$ cat src/rtl/sect_dir_pkg.sv
package sect_dir_pkg;
    typedef enum logic [1:0] {
        ST_I = 2'd0,
        ST_S = 2'd1,
        ST_E = 2'd2,
        ST_M = 2'd3
    } line_st_e;

    typedef enum logic [1:0] {
        OP_RD   = 2'd0,
        OP_WR   = 2'd1,
        OP_FILL = 2'd2
    } cpu_op_e;

    typedef enum logic [1:0] {
        S_IDLE  = 2'd0,
        S_WB0   = 2'd1,
        S_WB1   = 2'd2,
        S_ALLOC = 2'd3
    } ctrl_st_e;
endpackage

$ cat src/rtl/sect_dir_store.sv
module sect_dir_store
    import sect_dir_pkg::*;
#(
    parameter int IDX_W = 6,
    parameter int TAG_W = 20
) (
    input  logic             clk,
    input  logic             rst_n,
    input  logic [IDX_W-1:0] rd_idx,
    output logic [TAG_W-1:0] rd_tag,
    output line_st_e         rd_st [2],
    input  logic [IDX_W-1:0] wr_idx,
    input  logic             wr_tag_en,
    input  logic [TAG_W-1:0] wr_tag,
    input  logic [1:0]       wr_line_en,
    input  line_st_e         wr_st [2]
);
    localparam int DEPTH = 1 << IDX_W;

    logic [TAG_W-1:0] tag_q [DEPTH];

    always_ff @(posedge clk or negedge rst_n) begin
        if (!rst_n) begin
            for (int i = 0; i < DEPTH; i++) tag_q[i] <= '0;
        end else if (wr_tag_en) begin
            tag_q[wr_idx] <= wr_tag;
        end
    end

    assign rd_tag = tag_q[rd_idx];

    // Two independent state arrays, one per line of a sector.
    for (genvar l = 0; l < 2; l++) begin : g_line
        line_st_e st_q [DEPTH];

        always_ff @(posedge clk or negedge rst_n) begin
            if (!rst_n) begin
                for (int i = 0; i < DEPTH; i++) st_q[i] <= ST_I;
            end else if (wr_line_en[l]) begin
                st_q[wr_idx] <= wr_st[l];
            end
        end

        assign rd_st[l] = st_q[rd_idx];
    end
endmodule

$ cat src/rtl/sect_dir_ctrl.sv
module sect_dir_ctrl
    import sect_dir_pkg::*;
#(
    parameter int ADDR_W = 32,
    parameter int IDX_W  = 6,
    parameter int OFFS_W = 5,
    parameter int TAG_W  = ADDR_W - IDX_W - OFFS_W - 1
) (
    input  logic              clk,
    input  logic              rst_n,
    input  logic              cpu_req_i,
    input  logic [1:0]        cpu_op_i,
    input  logic [ADDR_W-1:0] cpu_addr_i,
    input  logic              fill_shared_i,
    output logic              cpu_ready_o,
    input  logic              snp_req_i,
    input  logic [ADDR_W-1:0] snp_addr_i,
    input  logic              snp_inv_i,
    output logic              snp_ready_o,
    output logic [IDX_W-1:0]  rd_idx,
    input  logic [TAG_W-1:0]  rd_tag,
    input  line_st_e          rd_st [2],
    output logic              wr_tag_en,
    output logic [TAG_W-1:0]  wr_tag,
    output logic [1:0]        wr_line_en,
    output line_st_e          wr_st [2],
    output logic              rsp_valid_o,
    output logic              rsp_sect_hit_o,
    output logic              rsp_line_hit_o,
    output logic [1:0]        rsp_state_o,
    output logic              bus_wr_req_o,
    output logic              fill_done_o,
    output logic              snp_done_o,
    output logic              snp_hit_o,
    output logic              snp_hitm_o,
    output logic              wb_valid_o,
    output logic [ADDR_W-1:0] wb_addr_o
);
    localparam int LINE_BIT = OFFS_W;
    localparam int IDX_LO   = OFFS_W + 1;

    ctrl_st_e          state_q, state_d;
    logic [ADDR_W-1:0] fill_addr_q;
    logic              fill_shr_q;

    logic              idle, snp_take, cpu_take;
    logic [ADDR_W-1:0] cur_addr;
    logic              cur_line, present, line_hit;
    logic [TAG_W-1:0]  cur_tag;
    line_st_e          sel_st, fill_st;
    cpu_op_e           op;

    assign op          = cpu_op_e'(cpu_op_i);
    assign idle        = (state_q == S_IDLE);
    assign snp_ready_o = idle;
    assign cpu_ready_o = idle && !snp_req_i;
    assign snp_take    = idle && snp_req_i;
    assign cpu_take    = idle && cpu_req_i && !snp_req_i;

    always_comb begin
        if (!idle)          cur_addr = fill_addr_q;
        else if (snp_req_i) cur_addr = snp_addr_i;
        else                cur_addr = cpu_addr_i;
    end

    assign rd_idx   = cur_addr[IDX_LO +: IDX_W];
    assign cur_line = cur_addr[LINE_BIT];
    assign cur_tag  = cur_addr[ADDR_W-1 -: TAG_W];
    assign sel_st   = cur_line ? rd_st[1] : rd_st[0];
    assign present  = (rd_tag == cur_tag) && (rd_st[0] != ST_I || rd_st[1] != ST_I);
    assign line_hit = present && (sel_st != ST_I);
    assign fill_st  = (idle ? fill_shared_i : fill_shr_q) ? ST_S : ST_E;

    // State register
    always_ff @(posedge clk or negedge rst_n) begin
        if (!rst_n) begin
            state_q     <= S_IDLE;
            fill_addr_q <= '0;
            fill_shr_q  <= 1'b0;
        end else begin
            state_q <= state_d;
            if (cpu_take && op == OP_FILL) begin
                fill_addr_q <= cpu_addr_i;
                fill_shr_q  <= fill_shared_i;
            end
        end
    end

    // Next state
    always_comb begin
        state_d = state_q;
        unique case (state_q)
            S_IDLE:  if (cpu_take && op == OP_FILL && !present) state_d = S_WB0;
            S_WB0:   state_d = S_WB1;
            S_WB1:   state_d = S_ALLOC;
            S_ALLOC: state_d = S_IDLE;
        endcase
    end

    // Store write commands
    always_comb begin
        wr_tag_en  = 1'b0;
        wr_tag     = cur_tag;
        wr_line_en = 2'b00;
        wr_st[0]   = ST_I;
        wr_st[1]   = ST_I;
        unique case (state_q)
            S_IDLE: begin
                if (snp_take && line_hit) begin
                    wr_line_en[cur_line] = 1'b1;
                    wr_st[cur_line]      = snp_inv_i ? ST_I : ST_S;
                end else if (cpu_take && op == OP_WR && line_hit && sel_st == ST_E) begin
                    wr_line_en[cur_line] = 1'b1;
                    wr_st[cur_line]      = ST_M;
                end else if (cpu_take && op == OP_FILL && present) begin
                    wr_line_en[cur_line] = 1'b1;
                    wr_st[cur_line]      = fill_st;
                end
            end
            S_ALLOC: begin
                wr_tag_en       = 1'b1;
                wr_line_en      = 2'b11;
                wr_st[cur_line] = fill_st;
            end
            default: ;
        endcase
    end

    // Writeback report while walking the old sector
    always_comb begin
        wb_valid_o = 1'b0;
        unique case (state_q)
            S_WB0:   wb_valid_o = (rd_st[0] == ST_M);
            S_WB1:   wb_valid_o = (rd_st[1] == ST_M);
            default: ;
        endcase
        wb_addr_o = {rd_tag, rd_idx, (state_q == S_WB1), {OFFS_W{1'b0}}};
    end

    // Registered responses
    always_ff @(posedge clk or negedge rst_n) begin
        if (!rst_n) begin
            rsp_valid_o    <= 1'b0;
            rsp_sect_hit_o <= 1'b0;
            rsp_line_hit_o <= 1'b0;
            rsp_state_o    <= 2'd0;
            bus_wr_req_o   <= 1'b0;
            fill_done_o    <= 1'b0;
            snp_done_o     <= 1'b0;
            snp_hit_o      <= 1'b0;
            snp_hitm_o     <= 1'b0;
        end else begin
            rsp_valid_o    <= cpu_take && op != OP_FILL;
            rsp_sect_hit_o <= cpu_take && op != OP_FILL && present;
            rsp_line_hit_o <= cpu_take && op != OP_FILL && line_hit;
            rsp_state_o    <= (cpu_take && op != OP_FILL && line_hit) ? sel_st : ST_I;
            bus_wr_req_o   <= cpu_take && op == OP_WR && line_hit && sel_st == ST_S;
            fill_done_o    <= (cpu_take && op == OP_FILL && present) || state_q == S_ALLOC;
            snp_done_o     <= snp_take;
            snp_hit_o      <= snp_take && line_hit;
            snp_hitm_o     <= snp_take && line_hit && sel_st == ST_M;
        end
    end
endmodule

$ cat src/rtl/sect_dir.sv
module sect_dir
    import sect_dir_pkg::*;
#(
    parameter int ADDR_W = 32,
    parameter int IDX_W  = 6,
    parameter int OFFS_W = 5
) (
    input  logic              clk,
    input  logic              rst_n,
    input  logic              cpu_req_i,
    input  logic [1:0]        cpu_op_i,
    input  logic [ADDR_W-1:0] cpu_addr_i,
    input  logic              fill_shared_i,
    output logic              cpu_ready_o,
    input  logic              snp_req_i,
    input  logic [ADDR_W-1:0] snp_addr_i,
    input  logic              snp_inv_i,
    output logic              snp_ready_o,
    output logic              rsp_valid_o,
    output logic              rsp_sect_hit_o,
    output logic              rsp_line_hit_o,
    output logic [1:0]        rsp_state_o,
    output logic              bus_wr_req_o,
    output logic              fill_done_o,
    output logic              snp_done_o,
    output logic              snp_hit_o,
    output logic              snp_hitm_o,
    output logic              wb_valid_o,
    output logic [ADDR_W-1:0] wb_addr_o
);
    localparam int TAG_W = ADDR_W - IDX_W - OFFS_W - 1;

    logic [IDX_W-1:0] rd_idx;
    logic [TAG_W-1:0] rd_tag, wr_tag;
    line_st_e         rd_st [2];
    line_st_e         wr_st [2];
    logic             wr_tag_en;
    logic [1:0]       wr_line_en;

    sect_dir_store #(.IDX_W(IDX_W), .TAG_W(TAG_W)) u_store (
        .clk(clk), .rst_n(rst_n),
        .rd_idx(rd_idx), .rd_tag(rd_tag), .rd_st(rd_st),
        .wr_idx(rd_idx), .wr_tag_en(wr_tag_en), .wr_tag(wr_tag),
        .wr_line_en(wr_line_en), .wr_st(wr_st)
    );

    sect_dir_ctrl #(.ADDR_W(ADDR_W), .IDX_W(IDX_W), .OFFS_W(OFFS_W), .TAG_W(TAG_W)) u_ctrl (
        .clk(clk), .rst_n(rst_n),
        .cpu_req_i(cpu_req_i), .cpu_op_i(cpu_op_i), .cpu_addr_i(cpu_addr_i),
        .fill_shared_i(fill_shared_i), .cpu_ready_o(cpu_ready_o),
        .snp_req_i(snp_req_i), .snp_addr_i(snp_addr_i), .snp_inv_i(snp_inv_i),
        .snp_ready_o(snp_ready_o),
        .rd_idx(rd_idx), .rd_tag(rd_tag), .rd_st(rd_st),
        .wr_tag_en(wr_tag_en), .wr_tag(wr_tag), .wr_line_en(wr_line_en), .wr_st(wr_st),
        .rsp_valid_o(rsp_valid_o), .rsp_sect_hit_o(rsp_sect_hit_o),
        .rsp_line_hit_o(rsp_line_hit_o), .rsp_state_o(rsp_state_o),
        .bus_wr_req_o(bus_wr_req_o), .fill_done_o(fill_done_o),
        .snp_done_o(snp_done_o), .snp_hit_o(snp_hit_o), .snp_hitm_o(snp_hitm_o),
        .wb_valid_o(wb_valid_o), .wb_addr_o(wb_addr_o)
    );
endmodule

$ cat config.mk
export PLATFORM = sky130hd
export DESIGN_NAME = sect_dir
export DESIGN_NICKNAME = d
export VERILOG_FILES = /design/src/rtl/sect_dir_pkg.sv /design/src/rtl/sect_dir_store.sv /design/src/rtl/sect_dir_ctrl.sv /design/src/rtl/sect_dir.sv
export SDC_FILE = /design/constraint.sdc
export NUM_CORES = 2
export LEC_CHECK = 0
export ABC_AREA = 1
export BUFFER_PORTS_ARGS = -buffer_cell sky130_fd_sc_hd__buf_2
export CAP_MARGIN = 25
export CORE_AREA = 2 2 504 406
export CTS_BUF_LIST = sky130_fd_sc_hd__clkbuf_16
export DETAILED_ROUTE_END_ITERATION = 8
export DIE_AREA = 0 0 506 408
export SYNTH_ARGS = -nofsm -noshare
export SYNTH_HDL_FRONTEND = slang
export SYNTH_SLANG_ARGS = --single-unit
$ cat constraint.sdc
create_clock -name clk -period 5.4 [get_ports clk]
set_input_delay 0.81 -clock clk [delete_from_list [all_inputs] [get_ports clk]]
set_output_delay 0.81 -clock clk [all_outputs]
set_load 0.05 [all_outputs]
==> flow_summary.json <==
{
  "dr.pass1.iters": 6,
  "r2r_slack_ns": 0.21,
  "path_class": "reg2out",
  "synth_xor_area_frac": 0,
  "antenna_found_initial": 9,
  "place.gp.congestion": 0.922,
  "die_w_um": 506,
  "ant_nets": 0,
  "start_kind": "flip-flop",
  "core.rowCount": 148,
  "fin_crit_ns": 5.22,
  "synth.largest_area_cell": "dfrtp_1",
  "cp.arrival_ns": 4.41,
  "synthTopCellsByArea": "dfrtp_1 (49%), nand2_1 (24%), o21ai_0 (9.7%)",
  "ys.flop_type": "dfrtp_1",
  "slew_viol_final": 0,
  "synth_common_cells": "nand2_1 (5225), dfrtp_1 (1576), o21ai_0 (1556)",
  "worstSkewPairLatency_ns": 0.82,
  "intPower_mw": 32.3,
  "die_area_um2": 206000,
  "synth-simple-area-share": 0.302,
  "drc_errors": 0,
  "final_cells": 13974,
  "ir_drop_uv": 1250,
  "yosysWarnings": 0,
  "htree_levels": 4,
  "area_growth_pct": 13.9,
  "slew_headroom": 0.138,
  "seq_area_frac_synth": 0.491,
  "routed_wl_um": 276000,
  "syn-cell-area_um2": 80300,
  "grt_overflow": 0,
  "power_frac_seq": 0.247,
  "boundaryPins": 117,
  "grt_pass1_wl_um": 421000,
  "design_area_um2": 91400,
  "crit_buf_inv": 7,
  "grt_max_degree": 248,
  "grt_usage": 0.262,
  "numCtsBuffers": 164,
  "io_buffers": 101,
  "path_cells": "inv_2, ha_4, buf_4, nand3_4, nand3_4, buf_12, inv_4, buf_12, nand2_1, nand2_1, nand2_1, nand2_1, nand2_1, nand2_1, nand2_1, nand2_1, nor2_1, nand2_1, buf_4, nand3_1, a21oi_1, buf_4",
  "power_frac_comb": 0.580,
  "synth_most_common_cell": "nand2_1",
  "end_kind": "output pin",
  "power.share.clock": 0.172,
  "yosysUniqueCellTypes": 34,
  "die_h_um": 408,
  "critPathSlowestCell": "dfrtp_1",
  "grt_pass1_vias": 69301,
  "rr_endpoint": "u_store.g_line[0].st_q[41]",
  "synth-async-reset-ratio": 1.00,
  "dpl_cell_area_um2": 85500,
  "cts_tree": "built",
  "drive_gt1_frac": 0.0781,
  "path_depth": 22,
  "min_from": "cpu_addr_i[11]",
  "leakage_nw": 45.3,
  "p_per_area_nw_per_um2": 703,
  "synth_edf_count": 0,
  "first_iter_violations": 9111,
  "hold_depth": 3,
  "worstHoldEndpoint": "u_ctrl.fill_addr_q[11]",
  "ys_seq_elements": 1576,
  "r2r-start": "u_ctrl.state_q[1]",
  "wire_per_inst_um": 19.8,
  "sw_frac_of_total": 0.497,
  "dp_hpwl_um": 170000,
  "fin_nets": 11214,
  "fmax_mhz": 192,
  "synth_fa_ha_area_frac": 0.000623,
  "start_util": 0.398,
  "clk_pin_slew_ns": 0.06,
  "drv_cap": 0,
  "run_status": "finished clean",
  "finalSetupViolCount": 0,
  "vias_per_cell": 5.32,
  "synth_top_family_by_area": "simple AND/OR/NAND/NOR gates",
  "route.vias.total": 74314,
  "finalHoldViolations": 0,
  "core_um2": 202000,
  "cts_sinks": 1576,
  "placed_cells": 13646,
  "root_buffer": "clkbuf_16",
  "synth_mux_area_frac": 0,
  "period_share": 0.966,
  "crit_required_ns": 4.59,
  "synth_top_area_share": 0.491,
  "cts_buffer_depth": 3,
  "fin_skew_ns": 0.0489,
  "avgSynthCellArea_um2": 7.09,
  "critical_path.top_delay_family": "simple AND/OR/NAND/NOR gates",
  "switching_power_mw": 32.0,
  "reg2reg_depth": 34,
  "synth_compound_area_frac": 0.113,
  "fill_cells": 20348,
  "worst_path_most_repeated_cell": "nand2_1",
  "hp-class": "in2reg",
  "critPathMaxStageDelay_ns": 0.40,
  "cp_max_fo": 28,
  "tightest_slew_ns": 1.29,
  "netlist_instances": 11319
}
-- power by group through the flow --
stage	Clock (mW)	Sequential, mW	Combinational [mW]
after floorplan	0	15.7	20.8
after global placement	0	15.9	35.3
after detailed placement	0	16.0	35.6
after CTS	11.3	15.8	35.9
after global routing	11.8	16.2	40.6
final	11.1	15.9	37.3
-- how the worst max path moves through the flow --
stage / start / endpoint / slack, ns
after global routing: u_ctrl.state_q[0] / u_store.g_line[0].st_q[97] / -0.006
after detailed placement: snp_req_i / u_store.g_line[1].st_q[40] / -0.34
after floorplan: u_ctrl.state_q[0] / wb_valid_o / 0.83
final: u_ctrl.state_q[1] / wb_valid_o / 0.18
after CTS: u_ctrl.state_q[1] / wb_valid_o / 0.007
after global placement: snp_req_i / u_store.g_line[1].st_q[42] / -0.27
-- routing by layer --
metal	GRT usage	share of wire	vias to the layer above
met4	0.0783	0.028	0
met1	0.374	0.44	35732
met2	0.396	0.43	3139
met3	0.0571	0.099	388
li1	-	-	35055
met5	0	0	-
-- final cells by class --
type | count | area, µm² | share of cell area
inverters | 984 | 3720 | 0.0407
well taps | 2700 | 3380 | 0.0370
clock buffers | 168 | 4200 | 0.0460
clock inverters | 130 | 893 | 0.00977
flip-flops and latches | 1576 | 39400 | 0.432
diodes | 4 | 10.0 | 0.000110
multi-input cells | 7865 | 33900 | 0.371
repair buffers | 547 | 5840 | 0.0639
-- kinds of logic after synthesis --
| kind of cell | Yosys count |
|---|---|
| and+or+nand+nor | 6059 |
| AOI/OAI and AO/OA | 1797 |
| DFF | 1576 |
| adders and majority gates | 4 |
| buffers and inverters | 1882 |
| other | 1 |
-- per-stage QoR --
step / util / power [mW] / setup TNS (ns) / worst slack, ns / hold slack [ns]
after floorplan: - / 36.5 / 0 / 0.835 / 0.442
after global placement: 0.424 / 51.2 / -50.78 / -0.269 / 0.453
after detailed placement: 0.424 / 51.6 / -69.92 / -0.340 / 0.458
after CTS: 0.449 / 63.0 / 0 / 0.00740 / 0.169
after global routing: 0.453 / 68.6 / -0.0129 / -0.00570 / 0.198
final: 0.453 / 64.3 / 0 / 0.183 / 0.223
-- registers in the layout, summed over array words and instances, names as in the netlist, 2 cells and up --
| name | cells |
|---|---|
| u_store.tag_q | 1280 |
| u_store.g_line.st_q | 256 |
| u_ctrl.fill_addr_q | 27 |
| u_ctrl.rsp_state_o | 2 |
| u_ctrl.state_q | 2 |
-- worst min-delay path: cells and delay by family --
family	cells	cell delay (ns)
compound gates	1	0.07
buf+inv	1	0.09
simple gates	1	0.04
-- layout by cell type, fill, tap and decap left out, types with 3 or more instances in the layout --
cell,count
inv_2,12
o21ai_0,1556
buf_16,15
diode_2,4
buf_12,113
inv_8,3
nand3b_1,3
nor3_4,3
nor2_4,10
nand3_4,3
nand4_1,487
a221oi_4,3
bufinv_16,10
a21oi_1,4
clkbuf_16,179
or2_2,15
nor2_1,134
a21oi_4,17
nand2_4,3
clkinvlp_4,3
buf_4,322
dfrtp_1,1576
clkinv_1,45
o21ai_1,210
nor3_1,4
clkinv_2,19
inv_1,1010
nand2_2,26
buf_6,6
buf_2,79
nand3_1,151
conb_1,5
nand2_1,5196
nor2_2,19
inv_6,6
-- timing repair --
item / CTS / global route
hold buffers: 1 / 0
pin swaps: 2 / 4
endpoints found under the setup margin: 257 / 274
gates cloned: 0 / 11
buffers inserted: 2 / 12
resized for setup: 9 / 82
endpoints found under the hold margin: 43 / 0
Note: power is estimated with default switching activity, not from simulation.
